**src/rtl/irq_seq_pkg.sv**
```systemverilog
package irq_seq_pkg;

    localparam int XLEN      = 32;
    localparam int NUM_W     = 9;
    localparam int IDX_W     = NUM_W - 1;
    localparam int LVL_W     = 4;
    localparam int KIND_W    = 2;
    localparam int WORD_B    = XLEN / 8;
    localparam int PAD_W     = XLEN - IDX_W - 2;

    localparam int PSW_I_BIT   = 16;
    localparam int PSW_U_BIT   = 17;
    localparam int PSW_PM_BIT  = 20;
    localparam int PSW_IPL_LSB = 24;

    localparam logic [LVL_W-1:0] IPL_TOP        = '1;
    localparam logic [XLEN-1:0]  FIXED_TBL_BASE = 32'hFFFF_FFC0;

    typedef enum logic [KIND_W-1:0] {
        EK_NONE   = 2'd0,
        EK_NORMAL = 2'd1,
        EK_FAST   = 2'd2,
        EK_EXC    = 2'd3
    } entry_kind_e;

    typedef enum logic [2:0] {
        SQ_IDLE,
        SQ_PUSH_PSW,
        SQ_PUSH_PC,
        SQ_FETCH,
        SQ_COMMIT
    } seq_state_e;

    typedef struct packed {
        entry_kind_e      kind;
        logic [NUM_W-1:0] num;
        logic [XLEN-1:0]  pc;
        logic [XLEN-1:0]  psw_old;
        logic [XLEN-1:0]  psw_next;
        logic [XLEN-1:0]  isp;
        logic [XLEN-1:0]  usp;
        logic [XLEN-1:0]  vaddr;
    } entry_ctx_t;

    function automatic logic [LVL_W-1:0] psw_ipl(input logic [XLEN-1:0] w);
        return w[PSW_IPL_LSB +: LVL_W];
    endfunction

    function automatic logic [XLEN-1:0] word_index(input logic [IDX_W-1:0] idx);
        return {{PAD_W{1'b0}}, idx, 2'b00};
    endfunction

    function automatic logic uses_stack(input entry_kind_e k);
        return (k == EK_NORMAL) || (k == EK_EXC);
    endfunction

endpackage

```
**src/rtl/irq_accept.sv**
```systemverilog
module irq_accept
    import irq_seq_pkg::*;
(
    input  logic             nrm_req,
    input  logic [LVL_W-1:0] nrm_lvl,
    input  logic             fast_req,
    input  logic             exc_req,
    input  logic [XLEN-1:0]  psw,
    output entry_kind_e      kind
);
    logic             ien;
    logic [LVL_W-1:0] ipl;
    logic             nrm_ok;
    logic             fast_ok;

    assign ien     = psw[PSW_I_BIT];
    assign ipl     = psw_ipl(psw);
    assign nrm_ok  = nrm_req && ien && (ipl < nrm_lvl);
    assign fast_ok = fast_req && ien && (ipl < IPL_TOP);

    always_comb begin
        if (exc_req)      kind = EK_EXC;
        else if (fast_ok) kind = EK_FAST;
        else if (nrm_ok)  kind = EK_NORMAL;
        else              kind = EK_NONE;
    end
endmodule

```
**src/rtl/irq_vec_addr.sv**
```systemverilog
module irq_vec_addr
    import irq_seq_pkg::*;
#(
    parameter logic [XLEN-1:0] FIX_BASE = FIXED_TBL_BASE
)(
    input  entry_kind_e      kind,
    input  logic [IDX_W-1:0] nrm_num,
    input  logic [NUM_W-1:0] exc_num,
    input  logic [XLEN-1:0]  vbr,
    input  logic [XLEN-1:0]  fvec,
    output logic [XLEN-1:0]  vaddr
);
    logic             exc_high;
    logic [XLEN-1:0]  exc_base;

    assign exc_high = exc_num[NUM_W-1];
    assign exc_base = exc_high ? vbr : FIX_BASE;

    always_comb begin
        unique case (kind)
            EK_FAST:   vaddr = fvec;
            EK_NORMAL: vaddr = vbr + word_index(nrm_num);
            EK_EXC:    vaddr = exc_base + word_index(exc_num[IDX_W-1:0]);
            default:   vaddr = '0;
        endcase
    end
endmodule

```
**src/rtl/irq_psw_edit.sv**
```systemverilog
module irq_psw_edit
    import irq_seq_pkg::*;
(
    input  entry_kind_e      kind,
    input  logic [LVL_W-1:0] nrm_lvl,
    input  logic [XLEN-1:0]  psw_in,
    output logic [XLEN-1:0]  psw_out
);
    logic [LVL_W-1:0] ipl_next;

    always_comb begin
        unique case (kind)
            EK_FAST:   ipl_next = IPL_TOP;
            EK_NORMAL: ipl_next = nrm_lvl;
            default:   ipl_next = psw_ipl(psw_in);
        endcase
    end

    always_comb begin
        psw_out                          = psw_in;
        psw_out[PSW_I_BIT]               = 1'b0;
        psw_out[PSW_U_BIT]               = 1'b0;
        psw_out[PSW_PM_BIT]              = 1'b0;
        psw_out[PSW_IPL_LSB +: LVL_W]    = ipl_next;
    end
endmodule

```
**src/rtl/irq_entry_seq.sv**
```systemverilog
module irq_entry_seq
    import irq_seq_pkg::*;
#(
    parameter logic [XLEN-1:0] FIX_BASE = FIXED_TBL_BASE
)(
    input  logic              clk,
    input  logic              rst,
    input  logic              sleep_set,
    input  logic              nrm_req,
    input  logic [LVL_W-1:0]  nrm_lvl,
    input  logic [IDX_W-1:0]  nrm_num,
    input  logic              fast_req,
    input  logic              exc_req,
    input  logic [NUM_W-1:0]  exc_num,
    input  logic [XLEN-1:0]   psw_cur,
    input  logic [XLEN-1:0]   pc_cur,
    input  logic [XLEN-1:0]   r0_cur,
    input  logic [XLEN-1:0]   isp_cur,
    input  logic [XLEN-1:0]   usp_cur,
    input  logic [XLEN-1:0]   vbr,
    input  logic [XLEN-1:0]   fvec,
    output logic              mem_req,
    output logic              mem_we,
    output logic [XLEN-1:0]   mem_addr,
    output logic [XLEN-1:0]   mem_wdata,
    input  logic [XLEN-1:0]   mem_rdata,
    input  logic              mem_rdy,
    output logic              busy,
    output logic              sleeping,
    output logic              ack_pulse,
    output logic [KIND_W-1:0] ack_kind,
    output logic [NUM_W-1:0]  ack_num,
    output logic [XLEN-1:0]   pc_new,
    output logic [XLEN-1:0]   psw_new,
    output logic [XLEN-1:0]   isp_new,
    output logic [XLEN-1:0]   usp_new,
    output logic [XLEN-1:0]   r0_new,
    output logic              bk_wr,
    output logic [XLEN-1:0]   bpc_out,
    output logic [XLEN-1:0]   bpsw_out
);
    localparam logic [XLEN-1:0] ONE_SLOT = XLEN'(WORD_B);
    localparam logic [XLEN-1:0] TWO_SLOT = XLEN'(2 * WORD_B);

    seq_state_e       state_q;
    entry_ctx_t       ctx_q;
    logic [XLEN-1:0]  pc_q;
    logic             sleep_q;

    entry_kind_e      take_kind;
    logic [XLEN-1:0]  take_vaddr;
    logic [XLEN-1:0]  take_psw;
    logic             user_stack;
    logic [XLEN-1:0]  work_isp;
    logic [XLEN-1:0]  kept_usp;
    logic             accept;
    logic             xfer_done;
    logic [NUM_W-1:0] take_num;

    irq_accept u_accept (
        .nrm_req  (nrm_req),
        .nrm_lvl  (nrm_lvl),
        .fast_req (fast_req),
        .exc_req  (exc_req),
        .psw      (psw_cur),
        .kind     (take_kind)
    );

    irq_vec_addr #(.FIX_BASE(FIX_BASE)) u_vaddr (
        .kind    (take_kind),
        .nrm_num (nrm_num),
        .exc_num (exc_num),
        .vbr     (vbr),
        .fvec    (fvec),
        .vaddr   (take_vaddr)
    );

    irq_psw_edit u_psw (
        .kind    (take_kind),
        .nrm_lvl (nrm_lvl),
        .psw_in  (psw_cur),
        .psw_out (take_psw)
    );

    // Stack selection: R0 is the live pointer of whichever stack is active.
    assign user_stack = psw_cur[PSW_U_BIT];
    assign work_isp   = user_stack ? isp_cur : r0_cur;
    assign kept_usp   = user_stack ? r0_cur  : usp_cur;
    assign accept     = (state_q == SQ_IDLE) && (take_kind != EK_NONE);
    assign xfer_done  = mem_req && mem_rdy;

    always_comb begin
        unique case (take_kind)
            EK_NORMAL: take_num = {1'b0, nrm_num};
            EK_EXC:    take_num = exc_num;
            default:   take_num = '0;
        endcase
    end

    // Sequencer state
    always_ff @(posedge clk) begin
        if (rst) begin
            state_q <= SQ_IDLE;
        end else begin
            unique case (state_q)
                SQ_IDLE: begin
                    if (accept) begin
                        state_q <= (take_kind == EK_FAST) ? SQ_COMMIT : SQ_PUSH_PSW;
                    end
                end
                SQ_PUSH_PSW: if (xfer_done) state_q <= SQ_PUSH_PC;
                SQ_PUSH_PC:  if (xfer_done) state_q <= SQ_FETCH;
                SQ_FETCH:    if (xfer_done) state_q <= SQ_COMMIT;
                SQ_COMMIT:   state_q <= SQ_IDLE;
                default:     state_q <= SQ_IDLE;
            endcase
        end
    end

    // Entry context captured at acceptance
    always_ff @(posedge clk) begin
        if (rst) begin
            ctx_q <= '0;
            pc_q  <= '0;
        end else if (accept) begin
            ctx_q.kind     <= take_kind;
            ctx_q.num      <= take_num;
            ctx_q.pc       <= pc_cur;
            ctx_q.psw_old  <= psw_cur;
            ctx_q.psw_next <= take_psw;
            ctx_q.isp      <= work_isp;
            ctx_q.usp      <= kept_usp;
            ctx_q.vaddr    <= take_vaddr;
            pc_q           <= take_vaddr;
        end else if (state_q == SQ_FETCH && xfer_done) begin
            pc_q <= mem_rdata;
        end
    end

    // Wait-state flag: acceptance dominates a simultaneous sleep request
    always_ff @(posedge clk) begin
        if (rst)            sleep_q <= 1'b0;
        else if (accept)    sleep_q <= 1'b0;
        else if (sleep_set) sleep_q <= 1'b1;
    end

    // Memory port
    always_comb begin
        mem_req   = 1'b0;
        mem_we    = 1'b0;
        mem_addr  = '0;
        mem_wdata = '0;
        unique case (state_q)
            SQ_PUSH_PSW: begin
                mem_req   = 1'b1;
                mem_we    = 1'b1;
                mem_addr  = ctx_q.isp - ONE_SLOT;
                mem_wdata = ctx_q.psw_old;
            end
            SQ_PUSH_PC: begin
                mem_req   = 1'b1;
                mem_we    = 1'b1;
                mem_addr  = ctx_q.isp - TWO_SLOT;
                mem_wdata = ctx_q.pc;
            end
            SQ_FETCH: begin
                mem_req   = 1'b1;
                mem_addr  = ctx_q.vaddr;
            end
            default: ;
        endcase
    end

    // Commit outputs
    assign busy      = (state_q != SQ_IDLE);
    assign sleeping  = sleep_q;
    assign ack_pulse = (state_q == SQ_COMMIT);
    assign ack_kind  = ack_pulse ? ctx_q.kind : EK_NONE;
    assign ack_num   = ack_pulse ? ctx_q.num : '0;
    assign pc_new    = pc_q;
    assign psw_new   = ctx_q.psw_next;
    assign isp_new   = uses_stack(ctx_q.kind) ? (ctx_q.isp - TWO_SLOT) : ctx_q.isp;
    assign usp_new   = ctx_q.usp;
    assign r0_new    = isp_new;
    assign bk_wr     = ack_pulse && (ctx_q.kind == EK_FAST);
    assign bpc_out   = ctx_q.pc;
    assign bpsw_out  = ctx_q.psw_old;

endmodule

```
**config.mk**
```make
export PLATFORM = sky130hd
export DESIGN_NAME = irq_entry_seq
export DESIGN_NICKNAME = d
export VERILOG_FILES = /design/src/rtl/irq_seq_pkg.sv /design/src/rtl/irq_accept.sv /design/src/rtl/irq_vec_addr.sv /design/src/rtl/irq_psw_edit.sv /design/src/rtl/irq_entry_seq.sv
export SDC_FILE = /design/constraint.sdc
export NUM_CORES = 1
export LEC_CHECK = 0
export ABC_AREA = 1
export CAP_MARGIN = 30
export CORE_AREA = 2 2 232 234
export CTS_CLUSTER_SIZE = 24
export DETAILED_ROUTE_END_ITERATION = 7
export DIE_AREA = 0 0 234 236
export REMOVE_ABC_BUFFERS = 1
export SLEW_MARGIN = 20
export SYNTH_ARGS = -nofsm -noshare
export SYNTH_HDL_FRONTEND = slang
export SYNTH_SLANG_ARGS = --single-unit
export TNS_END_PERCENT = 50
```
**constraint.sdc**
```tcl
create_clock -name clk -period 7.45 [get_ports clk]
set_input_delay 1.49 -clock clk [delete_from_list [all_inputs] [get_ports clk]]
set_output_delay 1.49 -clock clk [all_outputs]
set_load 0.05 [all_outputs]
```
==> metrics, run 1 <==
setup slack, reg-to-reg roughly 4.5 ns; post-DP HPWL ~55000 um; switching power 0.005515 W; Post-Syn Instances around 2300; Combinational Power Share about 67%; final slew viol count 0; layout cell share with drive strength beyond 1 between 4 and 5%; max_slew headroom around 30%; total CTS buffers 27; Cell Area, Synth about 15000 um^2; Clock Sinks approximately 210; synth unique cells 53; final hold violation count 0; post-synthesis sequential area ratio between 20% and 30%; nets between 2000 and 3000; H-tree levels 1; Pleak 8.551 nW; top post-synthesis cells by count nand2_1, o21ai_0, inv_1; overflow left after global routing 0; DP Area ~20000 um^2; # setup viols final 0; worst hold path type reg -> reg; die area 55220 um^2; Ys Warns 0; Area Growth Syn to Fin 39.90%; Reg2Reg Depth 8; Fillers approximately 5500; row count 85; cell internal pwr roughly 0.0042 W; Pre-Repair DR Iteration Count 8; Initial Utilization ~28%; CTS tree built; capturing point of the worst reg2reg path ctx_q[12]; Hold Path Depth 2; Max rail drop VDD about 0.00019 V; remaining antenna violation count 0; Resized Gates After CTS 0; PwrDens 459.8 nW/um^2; Synth top area share ~28%; Crit Path Max Fanout 6; drt first-iter violations roughly 1100; final setup TNS 0 ns; hold_ws about 0.46 ns; Max Cap Viol 0; initial antenna violation count 1; worst skew pair latency 0.56 ns; top_reg_cell synth dfxtp_1; global-route wire length before repair around 100000 um; switch share between 50 and 60%; gpl congestion 0.9789; Die Y 236 um; final cell count without fillers 3401; largest net degree at the start of global routing 105; # hold bufs at CTS 0; RSZ-0062 raised after global routing no; most frequent cell after synthesis nand2_1; Core ar. 53070 um^2; Wirelength per Cell around 20 um; Clock Power Share between 10% and 20%; number of synthesized register bits around 210; crit end category primary output; Worst Clk Skew approximately 0.0098 ns; minimum clock period roughly 5.4 ns; Max clock buf depth 3; Setup CP Type reg -> out; number of post-CTS setup repair buffers 0; required time worst endpoint approximately 6 ns; total global-route track usage 23.62%; top post-synthesis cells by area dfxtp_1, nand2_1, o21ai_0; crit share post-route ~72%; clock slew at reported path FFs 0.06 ns; drt drc 0; Final Cell Area between 20000 and 25000 um^2; final core occ 39.74%; EDFF count, synth 0; leading area contributor after synthesis dfxtp_1; hold_sp ctx_q[28]; I/O pin total approximately 590; sequential power share between 10% and 20%; placed insts 3351; Hold Path Sink ctx_q[28]; status finished, final reports clean; upper clock frequency limit between 150 and 200 MHz; reg-to-reg startpoint state_q[1]; Port Buffers 585; actual slew at the worst max-slew pin roughly 1.0 ns; CTS Root Buffer Type clkbuf_16; Vias per Instance 4.914; Die Width ~230 um; routed vias 16710; vias in the first global route about 16000; Async SR Flop Fraction 0%; syn_area_per_cell between 6 and 7 um^2; CP arrival between 3 and 4 ns; Total Wirelength about 70000 um; CP startpoint kind flop
==> flip-flops by register name (all words and copies together), names as in the netlist <==
name      count
ctx_q        75
bpc_out      32
bpsw_out     32
pc_new       32
usp_new      32
psw_new       4
state_q       3
sleeping      1
==> cells by family after synthesis <==
| logic type | count (synthesis) | share of synthesized area [%] |
|---|---|---|
| AO/OA/AOI/OAI | 630 | 22.23 |
| other | 1 | 0.02488 |
| multiplexers | 32 | 2.125 |
| buffers and inverters | 565 | 18.64 |
| adder cells (fa/ha/maj) | 30 | 2.590 |
| AND/OR/NAND/NOR | 846 | 24.92 |
| flip-flops | 211 | 28.02 |
| XOR/XNOR | 25 | 1.453 |
==> worst max-delay path, stage by stage, from the launching register on <==
cell             delay [ns]
dfxtp_1                0.56
inv_1                  0.17
ha_1                   0.28
nand2_1                0.17
inv_1                  0.11
nor2_1                 0.19
inv_1                  0.12
nor2_1                 0.15
nand2_1                0.09
inv_1                  0.16
nand2_1                0.09
o21ai_0                0.16
nand3_1                0.09
o211ai_1               0.13
clkdlybuf4s50_1        0.84
==> metrics by stage <==
| step | worst slack [ns] | power [W] |
|---|---|---|
| 2_1_floorplan | 1.964 | 0.005901 |
| 3_3_place_gp | 2.000 | 0.008319 |
| 3_5_place_dp | 1.768 | 0.008394 |
| 4_1_cts | 2.107 | 0.009745 |
| 5_1_grt | 1.809 | 0.01018 |
| 6_report | 2.080 | 0.009696 |
==> final cells by class <==
cell class	instances	area [um^2]	area share, %
inverters	274	1033	4.901
clock buffers	38	777.0	3.684
clock inverters	11	93.84	0.4450
repair buffers	604	6031	28.60
diodes	1	2.502	0.01187
flip-flops and latches	211	4224	20.03
multi-input cells	1566	8056	38.20
well taps	696	870.8	4.129
==> routing by layer <==
layer	vias to the layer above	GRT usage [%]	wire length (um)
li1	8252	-	-
met1	7741	30.36	29660
met2	623	40.34	32820
met3	96	3.977	4361
met4	0	6.636	2034
met5	-	0	0
==> worst max-delay path by stage <==
| stage | from | endpoint | slack, ns |
|---|---|---|---|
| 4_1_cts | ctx_q[67] | mem_addr[25] | 2.11 |
| 3_3_place_gp | nrm_lvl[1] | ctx_q[19] | 2.00 |
| 6_report | ctx_q[67] | mem_addr[25] | 2.08 |
| 3_5_place_dp | nrm_lvl[1] | ctx_q[12] | 1.77 |
| 5_1_grt | ctx_q[67] | mem_addr[25] | 1.81 |
| 2_1_floorplan | nrm_lvl[1] | ctx_q[0] | 1.96 |
==> layout by cell type (no fill, tap or decap), drive strengths merged, types with 21 or more instances in the layout <==
cell,netlist,layout
xor2,24,24
o21ai,305,305
dfxtp,211,211
buf,218,21
nor2,184,184
ha,28,28
mux2i,32,32
clkbuf,73,38
o22ai,43,43
clkdlybuf4s50,0,583
a21oi,239,239
nand2,430,430
nand3,177,177
inv,273,275
==> power by group through the flow <==
stage                     sequential, W  combinational (W)  clock [W]
after floorplan                 0.00305            0.00285          0
after global placement          0.00193            0.00639          0
after detailed placement        0.00194            0.00645          0
after CTS                       0.00192            0.00647    0.00135
after global routing            0.00198            0.00682    0.00139
final                           0.00193            0.00645    0.00131
Power figures use the tool's default switching activity.
==> inputs of run 2 (changes only) <==
--- a/config.mk
+++ b/config.mk
@@ -7,10 +7,10 @@
 export LEC_CHECK = 0
 export ABC_AREA = 1
 export CAP_MARGIN = 30
-export CORE_AREA = 2 2 232 234
+export CORE_AREA = 2 2 226 228
 export CTS_CLUSTER_SIZE = 24
 export DETAILED_ROUTE_END_ITERATION = 7
-export DIE_AREA = 0 0 234 236
+export DIE_AREA = 0 0 228 230
 export REMOVE_ABC_BUFFERS = 1
 export SLEW_MARGIN = 20
 export SYNTH_ARGS = -nofsm -noshare
==> constraint.sdc (replaced) <==
create_clock -name clk -period 4.6 [get_ports clk]
set_input_delay 0.92 -clock clk [delete_from_list [all_inputs] [get_ports clk]]
set_output_delay 0.92 -clock clk [all_outputs]
set_load 0.05 [all_outputs]
==> run 2 against run 1 <==
Sequential share of layout area barely moved. Die area fell by 5.0%. Clock skew rose by 0.0043 ns. Sequential cell count did not move. Cell area fell by 0.16%. Combinational power rose by 64%.
==> metrics, run 2 (synthesis gave the netlist of run 1 again) <==
layout cell share with drive strength beyond 1 7.644% (+2.7 points); crit path from ctx_q[67]; Port Buffers 585 (unchanged); DP Area 20190 um^2 (-0.15%); # hold bufs at CTS 0 (unchanged); Die Y 230 um (-2.5%); gpl congestion 0.9462 (-3.3%); minimum clock period ~4.4 ns; required time worst endpoint 3.68 ns (-2.28 ns); PwrDens 751.3 nW/um^2 (+63%); most frequent cells in the layout clkdlybuf4s50_1, nand2_1, o21ai_0; drt drc 0 (unchanged); total CTS buffers 27 (unchanged); nets 3002 (+0.13%); worst skew pair latency 0.58 ns (+0.02 ns); hold_sp ctx_q[15]; pre-CTS setup slack 0.6815 ns (-1.087 ns); most common cell after layout, fill and taps aside clkdlybuf4s50_1; sequential power share 19.8% (about the same); Wirelength per Cell 20.78 um (+2.6%); Final Cell Area 21060 um^2 (-0.16%); worst hold path type reg -> reg; Crit Path Max Fanout 6 (unchanged); # setup viols final 0 (unchanged); reg-to-reg startpoint state_q[0]; I/O pin total 589 (unchanged); post-DP HPWL 55020 um (+0.83%); Pleak 8.776 nW (+2.6%); n_diodes 0 (-1); row count 82 (-3.5%); Initial Utilization 30.23% (+1.8 points); number of post-CTS setup repair buffers 0 (unchanged); upper clock frequency limit around 230 MHz; largest register by flop count ctx_q; switch share 57.24% (+0.36 points); final hold violation count 0 (unchanged); global-route wire length before repair 102600 um (+2.9%); Worst Clk Skew 0.01407 ns (+0.004288 ns); Max rail drop VDD 0.0003492 V (+83%); H-tree levels 1 (unchanged); Core ar. 49860 um^2 (-6.0%); hold_ws 0.4573 ns (-0.002401 ns); Max clock buf depth 3 (unchanged); Total Wirelength 70230 um (+2.0%); RSZ-0062 raised after global routing no; switching power 0.009055 W (+64%); crit share post-route between 90% and 100%; Largest register FFs 75 (unchanged); routed vias 17160 (+2.7%); overflow left after global routing 0 (unchanged); CP startpoint kind flop; actual slew at the worst max-slew pin 0.9028 ns (-0.1459 ns); max_slew headroom 39.82% (+10 points); final slew viol count 0 (unchanged); Area Growth Syn to Fin 39.67%; CP arrival 3.47 ns (-0.41 ns); Max Cap Viol 0 (unchanged); Clock Sinks 211 (unchanged); vias in the first global route 16340 (+3.7%); initial antenna violation count 3 (+2); die area 52440 um^2 (-5.0%); CTS tree built; Setup CP Type reg -> out; clock slew at reported path FFs 0.06 ns (about the same); status finished, final reports clean; crit end category primary output; Pre-Repair DR Iteration Count 7 (-1); Vias per Instance 5.077 (+3.3%); Die Width 228 um (-2.6%); final core occ 42.23% (+2.5 points); Combinational Power Share 66.9% (+0.3 points); Final Worst Setup Slack 0.2092 ns (-1.871 ns); drt first-iter violations 1387 (+30%); total global-route track usage 25.27% (+1.6 points); largest net degree at the start of global routing 154 (+47%); Clock Power Share 13.3% (-0.2 points); remaining antenna violation count 0 (unchanged); CTS Root Buffer Type clkbuf_16; cell internal pwr 0.006765 W (+62%)
[run 2: cell types whose count changed in the layout (fill, tap and decap cells not counted), moves of 2 or more]
cell | previous run | this run
clkdlybuf4s50_1 | 583 | 508
buf_4 | 17 | 80
buf_12 | 1 | 15
clkbuf_8 | 6 | 2
dlymetal6s2s_1 | 0 | 4
clkinv_2 | 6 | 3
clkinvlp_4 | 1 | 4
clkbuf_1 | 5 | 7
[run 2: power groups by stage]
| stage | clock [W] | sequential (W) | combinational [W] |
|---|---|---|---|
| after detailed placement | 0 | 0.00315 | 0.0106 |
| after floorplan | 0 | 0.00493 | 0.00462 |
| after global placement | 0 | 0.00315 | 0.0105 |
| after CTS | 0.00215 | 0.00313 | 0.0106 |
| final | 0.00211 | 0.00313 | 0.0106 |
| after global routing | 0.00223 | 0.00321 | 0.0111 |
[run 2: layout make-up]
type                    instances  area, um^2
clock inverters                13       130.1
fillers                      5224       28810
flip-flops and latches        211        4224
multi-input cells            1566        8056
repair buffers                608        6041
clock buffers                  36       729.5
inverters                     274        1033
well taps                     672       840.8
[run 2: repair_timing]
action,in CTS,in global routing
resized for setup,0,4
hold endpoints to repair,0,0
setup endpoints to repair,0,4
[run 2: path summary, 6_finish.rpt]
path,slack [ns],endpoint,depth (start not counted)
max,0.21,isp_new[27],11
min reg2reg,0.46,ctx_q[15],2
min,0.46,ctx_q[15],2
max reg2reg,2.24,pc_new[7],8
[run 2: worst max-delay path: stages, from the launching register on]
cell and delay [ns]:
dfxtp_1 0.39, inv_1 0.15, ha_1 0.20, inv_1 0.11
nor2_2 0.20, inv_2 0.10, nor2_1 0.19, nand2_1 0.08
nand2_1 0.07, nand2_1 0.06, o21ai_1 0.44, clkdlybuf4s50_1 0.91
[run 2: stage by stage]
step	TNS [ns]	power [W]	cells
6_report	0	0.01582	3380
5_1_grt	0	0.01657	3380
4_1_cts	0	0.01587	3380
3_5_place_dp	0	0.01372	3331
3_3_place_gp	0	0.01366	3331
2_1_floorplan	-8.916	0.009557	2051
[run 2: per-layer routing]
layer,GRT usage (%),vias up,part of all wire [%]
met5,0,-,0.053
met4,7.578,6,3.0
met3,4.415,114,6.9
met2,44.12,747,48
met1,31.69,8041,42
li1,-,8253,-
==> inputs of run 3 (changes only) <==
--- a/config.mk
+++ b/config.mk
@@ -5,12 +5,12 @@
 export SDC_FILE = /design/constraint.sdc
 export NUM_CORES = 1
 export LEC_CHECK = 0
-export ABC_AREA = 1
+export ABC_CLOCK_PERIOD_IN_PS = 4600
 export CAP_MARGIN = 30
-export CORE_AREA = 2 2 226 228
+export CORE_AREA = 2 2 232 234
 export CTS_CLUSTER_SIZE = 24
 export DETAILED_ROUTE_END_ITERATION = 7
-export DIE_AREA = 0 0 228 230
+export DIE_AREA = 0 0 234 236
 export REMOVE_ABC_BUFFERS = 1
 export SLEW_MARGIN = 20
 export SYNTH_ARGS = -nofsm -noshare
==> run 3 against run 2 <==
Sequential cell count unchanged. Die area rose by 5.3%. Critical endpoint is now r0_new[28]. Register-to-register slack got worse by 0.18 ns. Combinational power decreased by 4%. Hold slack better by 0.0030 ns. Largest cell class unchanged. Largest power group unchanged. Highest routed layer is now met4.
==> metrics, run 3 <==
Area Growth Syn to Fin 45.28%; largest register by flop count ctx_q; worst skew pair latency 0.54 ns (-0.04 ns); top_reg_cell synth dfxtp_1; Crit Path Max Fanout 11 (+5); Cell Area, Synth 14610 um^2 (-3.1%); final slew viol count 0 (unchanged); Top Usage Layer GRT met2; leading area contributor after synthesis dfxtp_1; number of synthesized register bits 211 (unchanged); crit-path cells or4_1 -> nor2_1 -> buf_4 -> and3b_1 -> nand3_1 -> xnor2_1 -> clkdlybuf4s50_1; Pre-Repair DR Iteration Count 5 (-2); gpl congestion 0.9308 (-1.6%); synth unique cells 88 (+66%); crit end category primary output; Total Power 0.01569 W (-0.81%); Synth top area share 28.91% (+0.89 points); vias in the first global route 15120 (-7.5%); Max clock buf depth 3 (unchanged); post-synthesis sequential area ratio 28.91% (+0.89 points); Worst path max stage delay 0.90 ns (about the same); # hold bufs at CTS 0 (unchanged); Max Cap Viol 0 (unchanged); Post-Syn Instances 1887 (-19%); Ys Warns 0 (unchanged); total global-route track usage 23.71% (-1.6 points); Core ar. 53070 um^2 (+6.4%); Async SR Flop Fraction 0% (unchanged); crit share post-route 98.02% (+2.6 points); clock slew at reported path FFs 0.06 ns (about the same); Final Worst Setup Slack 0.09095 ns (-0.1183 ns); minimum clock period 4.509 ns (+0.1183 ns); most common cell after layout, fill and taps aside clkdlybuf4s50_1; Pleak 8.337 nW (-5.0%); overflow left after global routing 0 (unchanged); remaining antenna violation count 0 (unchanged); met2 GRT Util 40.60% (-3.5 points); most frequent cells in the layout clkdlybuf4s50_1, nand2_1, dfxtp_1; syn_area_per_cell 7.742 um^2 (+20%); Initial Utilization 27.53% (-2.7 points); final cell count without fillers 2993 (-11%); worst hold path type reg -> reg; met3 Use GR 3.506% (-0.91 points); final hold violation count 0 (unchanged); required time worst endpoint 3.68 ns (about the same); actual slew at the worst max-slew pin 1.089 ns (+0.1858 ns); CTS tree built; total CTS buffers 27 (unchanged); top post-synthesis cells by count nand2_1, dfxtp_1, nor2_1; routed vias 15840 (-7.7%); CTS Root Buffer Type clkbuf_16; setup slack, reg-to-reg 2.06 ns (-0.18 ns); upper clock frequency limit 221.8 MHz (-2.6%); pre-CTS setup slack 0.3307 ns (-0.3508 ns); Wirelength per Cell 23.04 um (+11%); largest net degree at the start of global routing 91 (-41%); Worst Clk Skew 0.01332 ns (-0.0007479 ns); Port Buffers 585 (unchanged); Setup CP Type reg -> out; Max rail drop VDD 0.0003412 V (-2.3%); Die Width 234 um (+2.6%); CP startpoint kind flop; slowest CP cell clkdlybuf4s50_1; I/O pin total 589 (unchanged); die area 55220 um^2 (+5.3%); max_slew headroom 26.51% (-13 points); Clock Sinks 211 (unchanged); Reg2Reg Depth 6 (-2); post-DP HPWL 54500 um (-0.95%); row count 85 (+3.7%); PwrDens 739.3 nW/um^2 (-1.6%); top post-synthesis cells by area dfxtp_1, buf_4, nand2_1; placed insts 2942 (-12%); Total Wirelength 68960 um (-1.8%); worst setup path end r0_new[28]; initial antenna violation count 2 (-1); met1 usage 30.49% (-1.2 points); layout cell share with drive strength beyond 1 9.630% (+2.0 points); crit path from ctx_q[76]; RSZ-0062 raised after global routing no; Vias per Instance 5.292 (+4.2%); most frequent cell after synthesis nand2_1; drt drc 0 (unchanged); capturing point of the worst reg2reg path state_q[1]; EDFF count, synth 0 (unchanged); status finished, final reports clean; Fillers 5348 (+2.4%); Die Y 236 um (+2.6%); # setup viols final 0 (unchanged); H-tree levels 1 (unchanged); reg-to-reg startpoint state_q[1]; Largest register FFs 75 (unchanged); global-route wire length before repair 99750 um (-2.8%); nets 2589 (-14%); drt first-iter violations 1126 (-19%); CP arrival 3.59 ns (+0.12 ns)
-- run 3: cell types whose count changed in the layout (fill, tap and decap cells not counted), moves of 38 or more --
cell      change
a22o_1       +51
a211oi_1     +82
inv_1       -243
nand3_1     -131
a21oi_1     -106
nand2_1     -171
mux2i_1      +52
xnor2_1      +51
o21ai_0     -198
buf_4        +44
o22ai_1      -38
-- run 3: logic make-up (layout without fill, tap and decap cells) --
| family | Yosys count | after routing | synth area share, % |
|---|---|---|---|
| AOI/OAI and AO/OA | 500 | 500 | 23.60 |
| xor gates and xnor gates | 73 | 73 | 4.377 |
| adders and majority gates | 30 | 30 | 2.672 |
| buffers and inverters | 338 | 744 | 13.22 |
| DFF | 211 | 211 | 28.91 |
| muxes | 93 | 93 | 6.449 |
| other | 1 | 5 | 0.02567 |
| and+or+nand+nor | 641 | 641 | 20.73 |
-- run 3: what timing repair did --
item,in CTS,in global routing
gates resized for setup,6,13
endpoints found under the setup margin,6,26
setup buffers,0,0
-- run 3: final cells by class --
class,count,area [um^2],share of cell area (%)
Antenna cell,2,5.005,0.02358
Clock buffer,37,753.2,3.549
Clock inverter,12,244.0,1.150
Inverter,23,86.33,0.4068
Multi-Input combinational cell,1340,8498,40.04
Sequential cell,211,4224,19.90
Tap cell,696,870.8,4.103
Timing Repair Buffer,672,6543,30.83
-- run 3: layer usage --
metal | wire (um) | part of all wire, %
met5 | 0 | 0
met4 | 2000 | 2.9
met3 | 4984 | 7.2
met2 | 33130 | 48
met1 | 28850 | 42
-- run 3: worst min-delay path by stage --
| stage | from | end | cells past startpoint |
|---|---|---|---|
| final | ctx_q[0] | ctx_q[0] | 2 |
| after global routing | ctx_q[15] | ctx_q[15] | 2 |
| after CTS | ctx_q[4] | ctx_q[4] | 2 |
| after detailed placement | ctx_q[7] | ctx_q[7] | 1 |
| after global placement | ctx_q[27] | ctx_q[27] | 2 |
| after floorplan | ctx_q[28] | ctx_q[28] | 2 |
-- run 3: stage by stage --
stage / TNS [ns] / cell area, um^2 / hold WS, ns / util [%]
2_1_floorplan: -793.44 / 12770 / 0.4149 / -
3_3_place_gp: 0 / 20180 / 0.4415 / 38.02
3_5_place_dp: 0 / 20190 / 0.4531 / 38.05
4_1_cts: 0 / 21180 / 0.4629 / 39.92
5_1_grt: 0 / 21220 / 0.4791 / 39.99
6_report: 0 / 21220 / 0.4603 / 39.99
-- run 3: critical path: cells and delay by family, from the launching register on --
family / cells / cell delay, ns
XOR/XNOR: 1 / 0.44
buffers and inverters: 2 / 1.09
flip-flops: 1 / 0.43
AND/OR/NAND/NOR: 4 / 1.08
-- run 3: power breakdown --
group / internal (W) / switching, W
Clock: 0.00153 / 0.000872
Combinational: 0.00321 / 0.00694
Sequential: 0.00246 / 0.000669
